**config.mk**
```make
export PLATFORM = sky130hd
export DESIGN_NAME = warp_issue_sched
export DESIGN_NICKNAME = d
export VERILOG_FILES = /design/src/rtl/warp_sched_pkg.sv /design/src/rtl/warp_slot_pool.sv /design/src/rtl/warp_issue_pick.sv /design/src/rtl/warp_issue_sched.sv
export SDC_FILE = /design/constraint.sdc
export NUM_CORES = 1
export LEC_CHECK = 0
export BUFFER_PORTS_ARGS = -buffer_cell sky130_fd_sc_hd__buf_2
export CELL_PAD_IN_SITES_DETAIL_PLACEMENT = 1
export CELL_PAD_IN_SITES_GLOBAL_PLACEMENT = 2
export CORE_AREA = 2 2 126 128
export CTS_CLUSTER_SIZE = 24
export DETAILED_ROUTE_END_ITERATION = 6
export DIE_AREA = 0 0 128 130
export PLACE_DENSITY_LB_ADDON = 0.1
export SLEW_MARGIN = 20
export SYNTH_ARGS = -nofsm -noshare
export SYNTH_HDL_FRONTEND = slang
export SYNTH_SLANG_ARGS = --single-unit
```
**constraint.sdc**
```tcl
create_clock -name clk -period 38.2 [get_ports clk]
set_input_delay 1.91 -clock clk [delete_from_list [all_inputs] [get_ports clk]]
set_output_delay 1.91 -clock clk [all_outputs]
set_load 0.005 [all_outputs]
```
**src/rtl/warp_sched_pkg.sv**
```systemverilog
package warp_sched_pkg;
  localparam int LANES_PER_WARP = 32;

  function automatic int thr_bits(input int slots);
    return $clog2(slots * LANES_PER_WARP + 1);
  endfunction
endpackage

```
**src/rtl/warp_slot_pool.sv**
```systemverilog
module warp_slot_pool #(
  parameter int NUM_WARPS = 8,
  parameter int AGE_W     = 3,
  parameter int THR_W     = 9
) (
  input  logic                            clk,
  input  logic                            rst_n,
  input  logic                            launch_valid,
  input  logic [THR_W-1:0]                launch_threads,
  input  logic [NUM_WARPS-1:0]            warp_done,
  output logic                            launch_accept,
  output logic [NUM_WARPS-1:0]            launch_slots,
  output logic [NUM_WARPS-1:0]            resident,
  output logic [NUM_WARPS-1:0][AGE_W-1:0] warp_age
);
  import warp_sched_pkg::*;
  localparam int NW = THR_W + 1;

  logic [NUM_WARPS-1:0]            busy_q, busy_d;
  logic [NUM_WARPS-1:0][AGE_W-1:0] age_q, age_d;
  logic [NW-1:0] need, free_cnt, taken;
  logic          need_ok, fits, state_en;
  logic [NUM_WARPS-1:0] alloc;

  always_comb begin
    need     = ({1'b0, launch_threads} + NW'(LANES_PER_WARP - 1)) / NW'(LANES_PER_WARP);
    need_ok  = (launch_threads != '0) && (need <= NW'(NUM_WARPS));
    free_cnt = NW'($countones(~busy_q));
    fits     = need_ok && (free_cnt >= need);
    launch_accept = launch_valid && fits && rst_n;
    alloc = '0;
    taken = '0;
    for (int i = 0; i < NUM_WARPS; i++) begin
      if (!busy_q[i] && (taken < need)) begin
        alloc[i] = 1'b1;
        taken    = taken + NW'(1);
      end
    end
    launch_slots = launch_accept ? alloc : '0;
  end

  always_comb begin
    busy_d   = (busy_q & ~warp_done) | launch_slots;
    age_d    = age_q;
    state_en = launch_accept || (|(warp_done & busy_q));
    for (int i = 0; i < NUM_WARPS; i++) begin
      if (launch_slots[i]) begin
        age_d[i] = '0;
      end else if (launch_accept && busy_q[i] && (age_q[i] != '1)) begin
        age_d[i] = age_q[i] + AGE_W'(1);
      end
    end
  end

  always_ff @(posedge clk or negedge rst_n) begin
    if (!rst_n) begin
      busy_q <= '0;
      age_q  <= '0;
    end else if (state_en) begin
      busy_q <= busy_d;
      age_q  <= age_d;
    end
  end

  assign resident = busy_q;
  assign warp_age = age_q;

  assert_alloc_free_R2: assert property (@(posedge clk) disable iff (!rst_n)
    launch_accept |-> ((launch_slots & resident) == '0));
  assert_alloc_count_R2: assert property (@(posedge clk) disable iff (!rst_n)
    launch_accept |-> ($countones(launch_slots) == int'(need)));
  assert_zero_refused_R4: assert property (@(posedge clk) disable iff (!rst_n)
    (launch_threads == '0) |-> !launch_accept);

  for (genvar g = 0; g < NUM_WARPS; g++) begin : g_free_chk
    assert_done_frees_R9: assert property (@(posedge clk) disable iff (!rst_n)
      (warp_done[g] && resident[g]) |=> !resident[g]);
  end
endmodule

```
**src/rtl/warp_issue_pick.sv**
```systemverilog
module warp_issue_pick #(
  parameter int NUM_WARPS = 8,
  parameter int AGE_W     = 3,
  parameter int WID_W     = 3
) (
  input  logic                            clk,
  input  logic                            rst_n,
  input  logic [NUM_WARPS-1:0]            eligible,
  input  logic [NUM_WARPS-1:0][AGE_W-1:0] warp_age,
  output logic                            issue_valid,
  output logic [WID_W-1:0]                issue_warp
);
  logic [WID_W-1:0]     last_q, last_d;
  logic [AGE_W-1:0]     top_age;
  logic [NUM_WARPS-1:0] cand;
  logic                 found;
  logic [WID_W-1:0]     pick;

  always_comb begin
    top_age = '0;
    for (int i = 0; i < NUM_WARPS; i++) begin
      if (eligible[i] && (warp_age[i] > top_age)) top_age = warp_age[i];
    end
    for (int i = 0; i < NUM_WARPS; i++) begin
      cand[i] = eligible[i] && (warp_age[i] == top_age);
    end
    found = 1'b0;
    pick  = '0;
    for (int k = 1; k <= NUM_WARPS; k++) begin
      if (!found && cand[(int'(last_q) + k) % NUM_WARPS]) begin
        found = 1'b1;
        pick  = WID_W'((int'(last_q) + k) % NUM_WARPS);
      end
    end
    issue_valid = found;
    issue_warp  = pick;
    last_d      = found ? pick : last_q;
  end

  always_ff @(posedge clk or negedge rst_n) begin
    if (!rst_n)      last_q <= WID_W'(NUM_WARPS - 1);
    else if (found)  last_q <= last_d;
  end

  logic older_exists;
  always_comb begin
    older_exists = 1'b0;
    for (int i = 0; i < NUM_WARPS; i++) begin
      if (eligible[i] && (warp_age[i] > warp_age[issue_warp])) older_exists = 1'b1;
    end
  end

  assert_pick_eligible_R5: assert property (@(posedge clk) disable iff (!rst_n)
    issue_valid |-> eligible[issue_warp]);
  assert_idle_when_none_R6: assert property (@(posedge clk) disable iff (!rst_n)
    (eligible == '0) |-> !issue_valid);
  assert_oldest_first_R7: assert property (@(posedge clk) disable iff (!rst_n)
    issue_valid |-> !older_exists);
endmodule

```
**src/rtl/warp_issue_sched.sv**
```systemverilog
module warp_issue_sched #(
  parameter int NUM_WARPS = 8,
  parameter int AGE_W     = 3,
  localparam int WID_W    = (NUM_WARPS > 1) ? $clog2(NUM_WARPS) : 1,
  localparam int THR_W    = warp_sched_pkg::thr_bits(NUM_WARPS)
) (
  input  logic                 clk,
  input  logic                 rst_n,
  input  logic                 launch_valid,
  input  logic [THR_W-1:0]     launch_threads,
  output logic                 launch_accept,
  output logic [NUM_WARPS-1:0] launch_slots,
  input  logic [NUM_WARPS-1:0] warp_op_ready,
  input  logic [NUM_WARPS-1:0] warp_instr_valid,
  input  logic [NUM_WARPS-1:0] warp_done,
  output logic                 issue_valid,
  output logic [WID_W-1:0]     issue_warp
);
  logic [1:0] rst_sync_q;
  logic       rst_n_s;

  always_ff @(posedge clk or negedge rst_n) begin
    if (!rst_n) rst_sync_q <= 2'b00;
    else        rst_sync_q <= {rst_sync_q[0], 1'b1};
  end
  assign rst_n_s = rst_sync_q[1];

  logic [NUM_WARPS-1:0]            resident, eligible;
  logic [NUM_WARPS-1:0][AGE_W-1:0] warp_age;

  warp_slot_pool #(.NUM_WARPS(NUM_WARPS), .AGE_W(AGE_W), .THR_W(THR_W)) pool_i (
    .clk(clk), .rst_n(rst_n_s),
    .launch_valid(launch_valid), .launch_threads(launch_threads),
    .warp_done(warp_done),
    .launch_accept(launch_accept), .launch_slots(launch_slots),
    .resident(resident), .warp_age(warp_age)
  );

  assign eligible = resident & warp_op_ready & warp_instr_valid;

  warp_issue_pick #(.NUM_WARPS(NUM_WARPS), .AGE_W(AGE_W), .WID_W(WID_W)) pick_i (
    .clk(clk), .rst_n(rst_n_s),
    .eligible(eligible), .warp_age(warp_age),
    .issue_valid(issue_valid), .issue_warp(issue_warp)
  );

  assert_issue_needs_ready_R5: assert property (@(posedge clk) disable iff (!rst_n_s)
    issue_valid |-> (warp_op_ready[issue_warp] && warp_instr_valid[issue_warp]));
  assert_quiet_in_reset_R1: assert property (@(posedge clk)
    !rst_n_s |-> (!issue_valid && !launch_accept));
endmodule

```
==> metrics.log, run 1 <==
INFO  metric status = complete, no violations
INFO  metric placement_rows = 46
INFO  metric wl = 20.4 mm
INFO  metric post_route_cells_drive_above_1_share = between 15 and 20%
INFO  metric cts-hold-fix-buffers = 0
INFO  metric place.detailed.hpwl = 16.4 mm
INFO  metric postSynthCellCount = ~750
INFO  metric via_count_of_the_first_global_routing_pass = slightly above 6000
INFO  metric antennaDiodeCount = 0
INFO  metric setup_fix_bufs_post_cts = 0
INFO  metric final_antenna_net_count = 0
INFO  metric switching_share = 54.6%
INFO  metric seq_power_share = ~12%
INFO  metric finalCritPeriodShare = ~44%
INFO  metric syn2layout_area_growth = 8.90%
INFO  metric post-layout-total-power = about 730 uW
INFO  metric setup_skew = approximately 4.8 ps
INFO  metric path_clk_slew = 60 ps
INFO  metric core = 15400 um2
INFO  metric dieWidth = between 100 and 150 um
INFO  metric die-area = 16600 um2
INFO  metric cts_max_path_buffers = 2
INFO  metric total_congestion_overflow = 0
INFO  metric synthesis.area = 6020 um2
INFO  metric worst_path_max_delay_cell = a211oi_2
INFO  metric timing.critical_path.from_type = input port
INFO  metric crit_arrival = roughly 15000 ps
INFO  metric hold_class = reg -> async
INFO  metric pre_cts_slack = between 20000 and 25000 ps
INFO  metric setup-violations-final = 0
INFO  metric path_buf_inv = 6
INFO  metric worst-slew-pin-transition = 810 ps
INFO  metric async_reset_ff_share = between 90% and 100%
INFO  metric mostFrequentLayoutCell = ha_1
INFO  metric commonest_non_fill_non_tap_cells_in_the_layout = ha_1, nand2_1, buf_2, nor2_1
INFO  metric timing.critical_path.slowest_cell_delay = 730 ps
INFO  metric max-vdd-ir-drop = between 0.1 and 0.15 mV
INFO  metric vias_cell = about 6.3
INFO  metric post-route-worst-setup-slack = between 20000 and 25000 ps
INFO  metric register_area = just over 900 um2
INFO  metric synth-seq-area-share = 15.5%
INFO  metric finalCriticalPeriod = 16930 ps
INFO  metric clock_tree.root_cell = clkbuf_16
INFO  metric cts_resized = 0
INFO  metric synth_unique_cells = between 100 and 150
INFO  metric dr_total_vias = 6102
INFO  metric synth-edff-count = 0
INFO  metric initial_core_util = between 30% and 40%
INFO  metric synth_area_per_cell = between 8 and 9 um2
INFO  metric pwr_per_cell_area = 111 nW/um2
INFO  metric grt_use_total = 25.0%
INFO  metric io_pins = 49
INFO  metric worstPathRequired = 36290 ps
INFO  metric kind_of_critical_path = in -> out
INFO  metric tritoncts = yes
INFO  metric setup_total_negative_slack = 0 ps
INFO  metric numClockSinks = 37
INFO  metric cap_viol_max_count = 0
INFO  metric p_leak = about 2.8 nW
INFO  metric critical_path_startpoint = warp_op_ready[0]
INFO  metric grt_setup_unrepaired = no
INFO  metric worst_setup_path_end_kind = output pin
INFO  metric drv_slew = 0
INFO  metric insertion_delay = slightly below 300 ps
INFO  metric placedInstanceArea = between 6000 and 7000 um2
INFO  metric detailedRoute.firstIterationViolations = between 200 and 300
INFO  metric setup.reg_to_reg.worst_slack = approximately 24000 ps
INFO  metric ys.warnings.count = 0
INFO  metric h-tree-depth = 2
INFO  metric finalInstanceArea = between 6000 and 7000 um2
INFO  metric power.share.clock = 6.1%
INFO  metric drt-pass1-iter-count = 5
INFO  metric nNetsFinal = 883
INFO  metric multi_input_comb_area = roughly 4800 um2
INFO  metric internal_power = between 300 and 400 uW
INFO  metric die_h = 130 um
INFO  metric gp_routability_congestion = between 0.9 and 1
INFO  metric drcViolationCount = 0
INFO  metric clock.fmax = between 0.05 and 0.06 GHz
INFO  metric grt_antenna_before_repair = 0
INFO  metric grt_first_pass_wirelength = ~33 mm
INFO  metric post_drt_wl_per_cell = around 21 um
INFO  metric worst-path-max-fanout = 20
INFO  metric cts-buffers-inserted = 5
INFO  metric synth_top_flop_cell = dfrtp_1
INFO  metric slew-limit-headroom = 45.6%
INFO  metric ys_ff_latch = 37
INFO  metric hold_viol_final = 0
INFO  metric crit_path_frequent_cell = ha_1
INFO  metric power.net_switching = approximately 400 uW
INFO  metric grt_max_degree = 37
INFO  metric filler_cell_count = between 1500 and 2000
INFO  metric port_buffers = 48
INFO  metric r2r-start = pool_i.warp_age[0]
INFO  metric part_of_the_total_power_dissipated_in_combinational_logic = 81.6%
INFO  metric timing.critical_path.max_delay_family = compound AO/OA/AOI/OAI gates
==> per-layer routing <==
layer	track usage (%)	up-vias	share of wire [%]
met5	0	-	0
met4	6.14	0	1.8
met3	1.52	21	2.8
met2	44.4	113	49
met1	33.3	3030	46
li1	-	2938	-
==> path summary, 6_finish.rpt <==
| path | to | depth (start not counted) |
|---|---|---|
| max in group asynchronous | rst_sync_q[0] | 1 |
| worst min register to register | pool_i.warp_age[23] | 1 |
| worst max-delay path | issue_warp[1] | 57 |
| min in group clk | rst_sync_q[1] | 0 |
| worst max register to register | pick_i.last_q[2] | 57 |
| worst min-delay path | pool_i.warp_age[23] | 1 |
==> cells in the mapped netlist, types with 10 or more instances <==
library cell / instances / area share, %
o21ai_0: 31 / 2.6
nor2_1: 43 / 2.7
and3_1: 12 / 1.2
nand3_1: 42 / 3.5
clkbuf_1: 20 / 1.2
a22o_1: 12 / 1.7
xnor2_1: 17 / 2.5
inv_1: 42 / 2.6
dfrtp_1: 34 / 14
mux2i_1: 10 / 1.7
a21o_1: 10 / 1.2
nand4_1: 18 / 1.9
mux2_2: 20 / 3.7
a21oi_1: 38 / 3.2
o21a_1: 10 / 1.2
nor3_1: 32 / 2.7
nand2_1: 58 / 3.6
nor4_1: 13 / 1.4
ha_1: 66 / 14
==> through the flow <==
stage          hold slack, ps  utilization [%]  instances
2_1_floorplan             331                -        748
3_3_place_gp              325             41.5        962
3_5_place_dp              338             41.5        962
4_1_cts                   345             42.5        969
5_1_grt                   369             42.5        969
6_report                  318             42.5        969
==> power groups by stage <==
stage                     clock network (mW)  registers (mW)  logic (mW)
after floorplan                            0          0.0656       0.461
after global placement                     0          0.0886       0.558
after detailed placement                   0          0.0900       0.592
after CTS                             0.0453          0.0891       0.597
after global routing                  0.0470          0.0927       0.674
final                                 0.0446          0.0898       0.596
==> flip-flops by register name (all words and copies together) (netlist names) <==
register         count
pool_i.warp_age     24
pool_i.resident      8
pick_i.last_q        3
rst_sync_q           2
==> kinds of logic (layout without fill, tap and decap cells) <==
logic type      after synthesis  count (layout)  share of synthesized area, %
compound gates              233             233                          31.1
xor+xnor                     25              25                          3.64
other cells                   2               3                         0.125
buf+inv                      77             106                          5.14
fa+ha+maj                    71              71                          15.2
simple gates                271             271                          23.7
flops                        37              37                          15.5
mux                          31              31                          5.66
==> layout make-up <==
cell class,instances,share of cell area [%]
multi-input cells,634,73.0
flip-flops and latches,37,14.2
repair buffers,54,4.35
well taps,192,3.67
inverters,45,2.58
clock buffers,6,2.12
clock inverters,1,0.115
No activity file was read; power rests on OpenSTA's default activity.
==> inputs of run 2 (changes only) <==
Settings changed: CORE_AREA 2 2 126 128 to 2 2 131 133, DIE_AREA 0 0 128 130 to 0 0 133 135.
Clock period 38.2 ns to 16.4 ns, I/O delays scaled along.
==> run 2 against run 1 <==
- power increased by 130%
- register-to-register slack got worse by 22000 ps
- clock skew rose by 3.1 ps
- worst hold slack worse by 19 ps
- flip-flop and latch count unchanged
- non-clock buffer count fell by 2
- global-route usage fell by 1.6 points
- setup slack lost 20000 ps
- count of clock-buffer cells in the layout is the same
- combinational power grew 130%
==> metrics.log, run 2 (synthesis gave the netlist of run 1 again) <==
INFO  metric status = complete, no violations
INFO  metric part_of_the_total_power_dissipated_in_combinational_logic = 81.9% (+0.3 points)
INFO  metric vias_cell = 6.10 (-3.2%)
INFO  metric finalCritPeriodShare = between 90% and 100%
INFO  metric worst-slew-pin-transition = 883 ps (+72.7 ps)
INFO  metric r2r-start = pool_i.warp_age[0]
INFO  metric detailedRoute.firstIterationViolations = 252 (-13%)
INFO  metric grt_max_degree = 37 (unchanged)
INFO  metric dieWidth = 133 um (+3.9%)
INFO  metric die_h = 135 um (+3.8%)
INFO  metric worst_path_max_delay_cell = a211oi_2
INFO  metric worst_setup_path_end_kind = output pin
INFO  metric worstPathRequired = 15580 ps (-20710 ps)
INFO  metric drt-pass1-iter-count = 4 (-1)
INFO  metric filler_cell_count = 2030 (+5.9%)
INFO  metric mostFrequentLayoutCell = ha_1
INFO  metric internal_power = 770 uW (+130%)
INFO  metric port_buffers = 48 (unchanged)
INFO  metric crit_path_frequent_cell = ha_1
INFO  metric commonest_non_fill_non_tap_cells_in_the_layout = ha_1, nand2_1, buf_2, nor2_1
INFO  metric dr_total_vias = 6073 (-0.48%)
INFO  metric insertion_delay = 290 ps (about the same)
INFO  metric max-vdd-ir-drop = 0.365 mV (+250%)
INFO  metric grt_setup_unrepaired = no
INFO  metric grt_use_total = 23.4% (-1.6 points)
INFO  metric total_congestion_overflow = 0 (unchanged)
INFO  metric timing.critical_path.from_type = flip-flop
INFO  metric cap_viol_max_count = 0 (unchanged)
INFO  metric hold_class = in -> async
INFO  metric power.share.clock = 5.8% (-0.3 points)
INFO  metric drcViolationCount = 0 (unchanged)
INFO  metric drv_slew = 0 (unchanged)
INFO  metric io_pins = 49 (unchanged)
INFO  metric gp_routability_congestion = 0.911 (+0.57%)
INFO  metric die-area = 18000 um2 (+7.9%)
INFO  metric kind_of_critical_path = reg -> out
INFO  metric grt_antenna_before_repair = 0 (unchanged)
INFO  metric slew-limit-headroom = 40.7% (-4.9 points)
INFO  metric timing.critical_path.slowest_cell_delay = 720 ps (about the same)
INFO  metric hold_viol_final = 0 (unchanged)
INFO  metric cts-hold-fix-buffers = 0 (unchanged)
INFO  metric nNetsFinal = 881 (-0.23%)
INFO  metric cts-buffers-inserted = 5 (unchanged)
INFO  metric h-tree-depth = 2 (unchanged)
INFO  metric tritoncts = yes
INFO  metric antennaDiodeCount = 0 (unchanged)
INFO  metric p_leak = 2.82 nW (-0.24%)
INFO  metric setup_fix_bufs_post_cts = 0 (unchanged)
INFO  metric post_drt_wl_per_cell = 20.8 um (-1.5%)
INFO  metric via_count_of_the_first_global_routing_pass = 6255 (+1.4%)
INFO  metric pwr_per_cell_area = 260 nW/um2 (+130%)
INFO  metric wl = 20.7 mm (+1.3%)
INFO  metric syn2layout_area_growth = 9.17%
INFO  metric place.detailed.hpwl = 16.7 mm (+2.1%)
INFO  metric setup_total_negative_slack = 0 ps (unchanged)
INFO  metric final_antenna_net_count = 0 (unchanged)
INFO  metric clock_tree.root_cell = clkbuf_16
INFO  metric path_clk_slew = 60 ps (about the same)
INFO  metric ff2ff_path_depth = 57 (unchanged)
INFO  metric seq_power_share = 12.3% (about the same)
INFO  metric power.net_switching = 939 uW (+140%)
INFO  metric numClockSinks = 37 (unchanged)
INFO  metric cts_resized = 0 (unchanged)
INFO  metric post_route_cells_drive_above_1_share = 17.5% (-0.11 points)
INFO  metric largest_register_ffs = 24 (unchanged)
INFO  metric core = 16400 um2 (+6.4%)
INFO  metric placement_rows = 47 (+2.2%)
INFO  metric clock.fmax = ~0.067 GHz
INFO  metric switching_share = 55.0% (+0.37 points)
INFO  metric initial_core_util = 36.7% (-2.3 points)
INFO  metric timing.rr.end = pick_i.last_q[2]
INFO  metric setup-violations-final = 0 (unchanged)
INFO  metric grt_first_pass_wirelength = 34.0 mm (+1.6%)
INFO  metric finalCriticalPeriod = ~15000 ps
INFO  metric postLayoutCoreUtil = 40.0% (-2.4 points)
INFO  metric crit_arrival = 14210 ps (-810 ps)
INFO  metric cts_max_path_buffers = 2 (unchanged)
INFO  metric setup_skew = 7.92 ps (+3.08 ps)
INFO  metric setup.reg_to_reg.worst_slack = 2380 ps (-21980 ps)
INFO  metric worst-path-max-fanout = 20 (unchanged)
-- run 2: worst max-delay path: cells and delay by family, from the launching register on --
kind	cells	cell delay, ps
mux	4	1140
compound gates	22	6060
fa+ha+maj	8	2310
simple gates	17	2600
flops	1	580
xor+xnor	1	190
buf+inv	6	970
-- run 2: metal layers --
layer / vias up / routed length, um / share of wire (%) / GRT usage, %
li1: 2933 / - / - / -
met1: 3046 / 9530 / 46 / 30.4
met2: 82 / 10500 / 51 / 43.3
met3: 12 / 505 / 2.4 / 1.39
met4: 0 / 185 / 0.89 / 4.18
met5: - / 0 / 0 / 0
-- run 2: worst max path at each step --
stage,from,slack [ps],endpoint,depth (start not counted)
floorplan,warp_instr_valid[0],3970,issue_warp[2],55
global placement,warp_instr_valid[0],2240,issue_warp[1],56
detailed placement,warp_instr_valid[0],1680,issue_warp[1],57
CTS,pool_i.warp_age[0],1500,issue_warp[1],58
global route,pool_i.warp_age[0],280,issue_warp[1],58
finish,pool_i.warp_age[0],1370,issue_warp[1],58
-- run 2: area by class of cell --
type	count	area [um2]	area share, %
clock inverters	2	10.0	0.152
multi-input cells	634	4790	72.9
repair buffers	52	270	4.11
inverters	45	169	2.57
well taps	220	275	4.19
flip-flops and latches	37	930	14.2
clock buffers	6	129	1.96
-- run 2: metrics by stage --
stage	area [um2]	cells	hold WS (ps)	setup WS, ps	total power, mW
floorplan	6020	748	331	3970	1.23
global placement	6430	988	308	2240	1.53
detailed placement	6430	988	321	1680	1.60
CTS	6570	996	296	1500	1.72
global route	6570	996	303	281	1.89
finish	6570	996	299	1370	1.71
-- run 2: power by group through the flow --
stage               Clock (mW)  Combinational (mW)  Sequential (mW)
finish                  0.0986                1.40            0.210
global route             0.104                1.57            0.218
CTS                      0.101                1.40            0.210
detailed placement           0                1.39            0.211
global placement             0                1.32            0.209
floorplan                    0                1.07            0.153
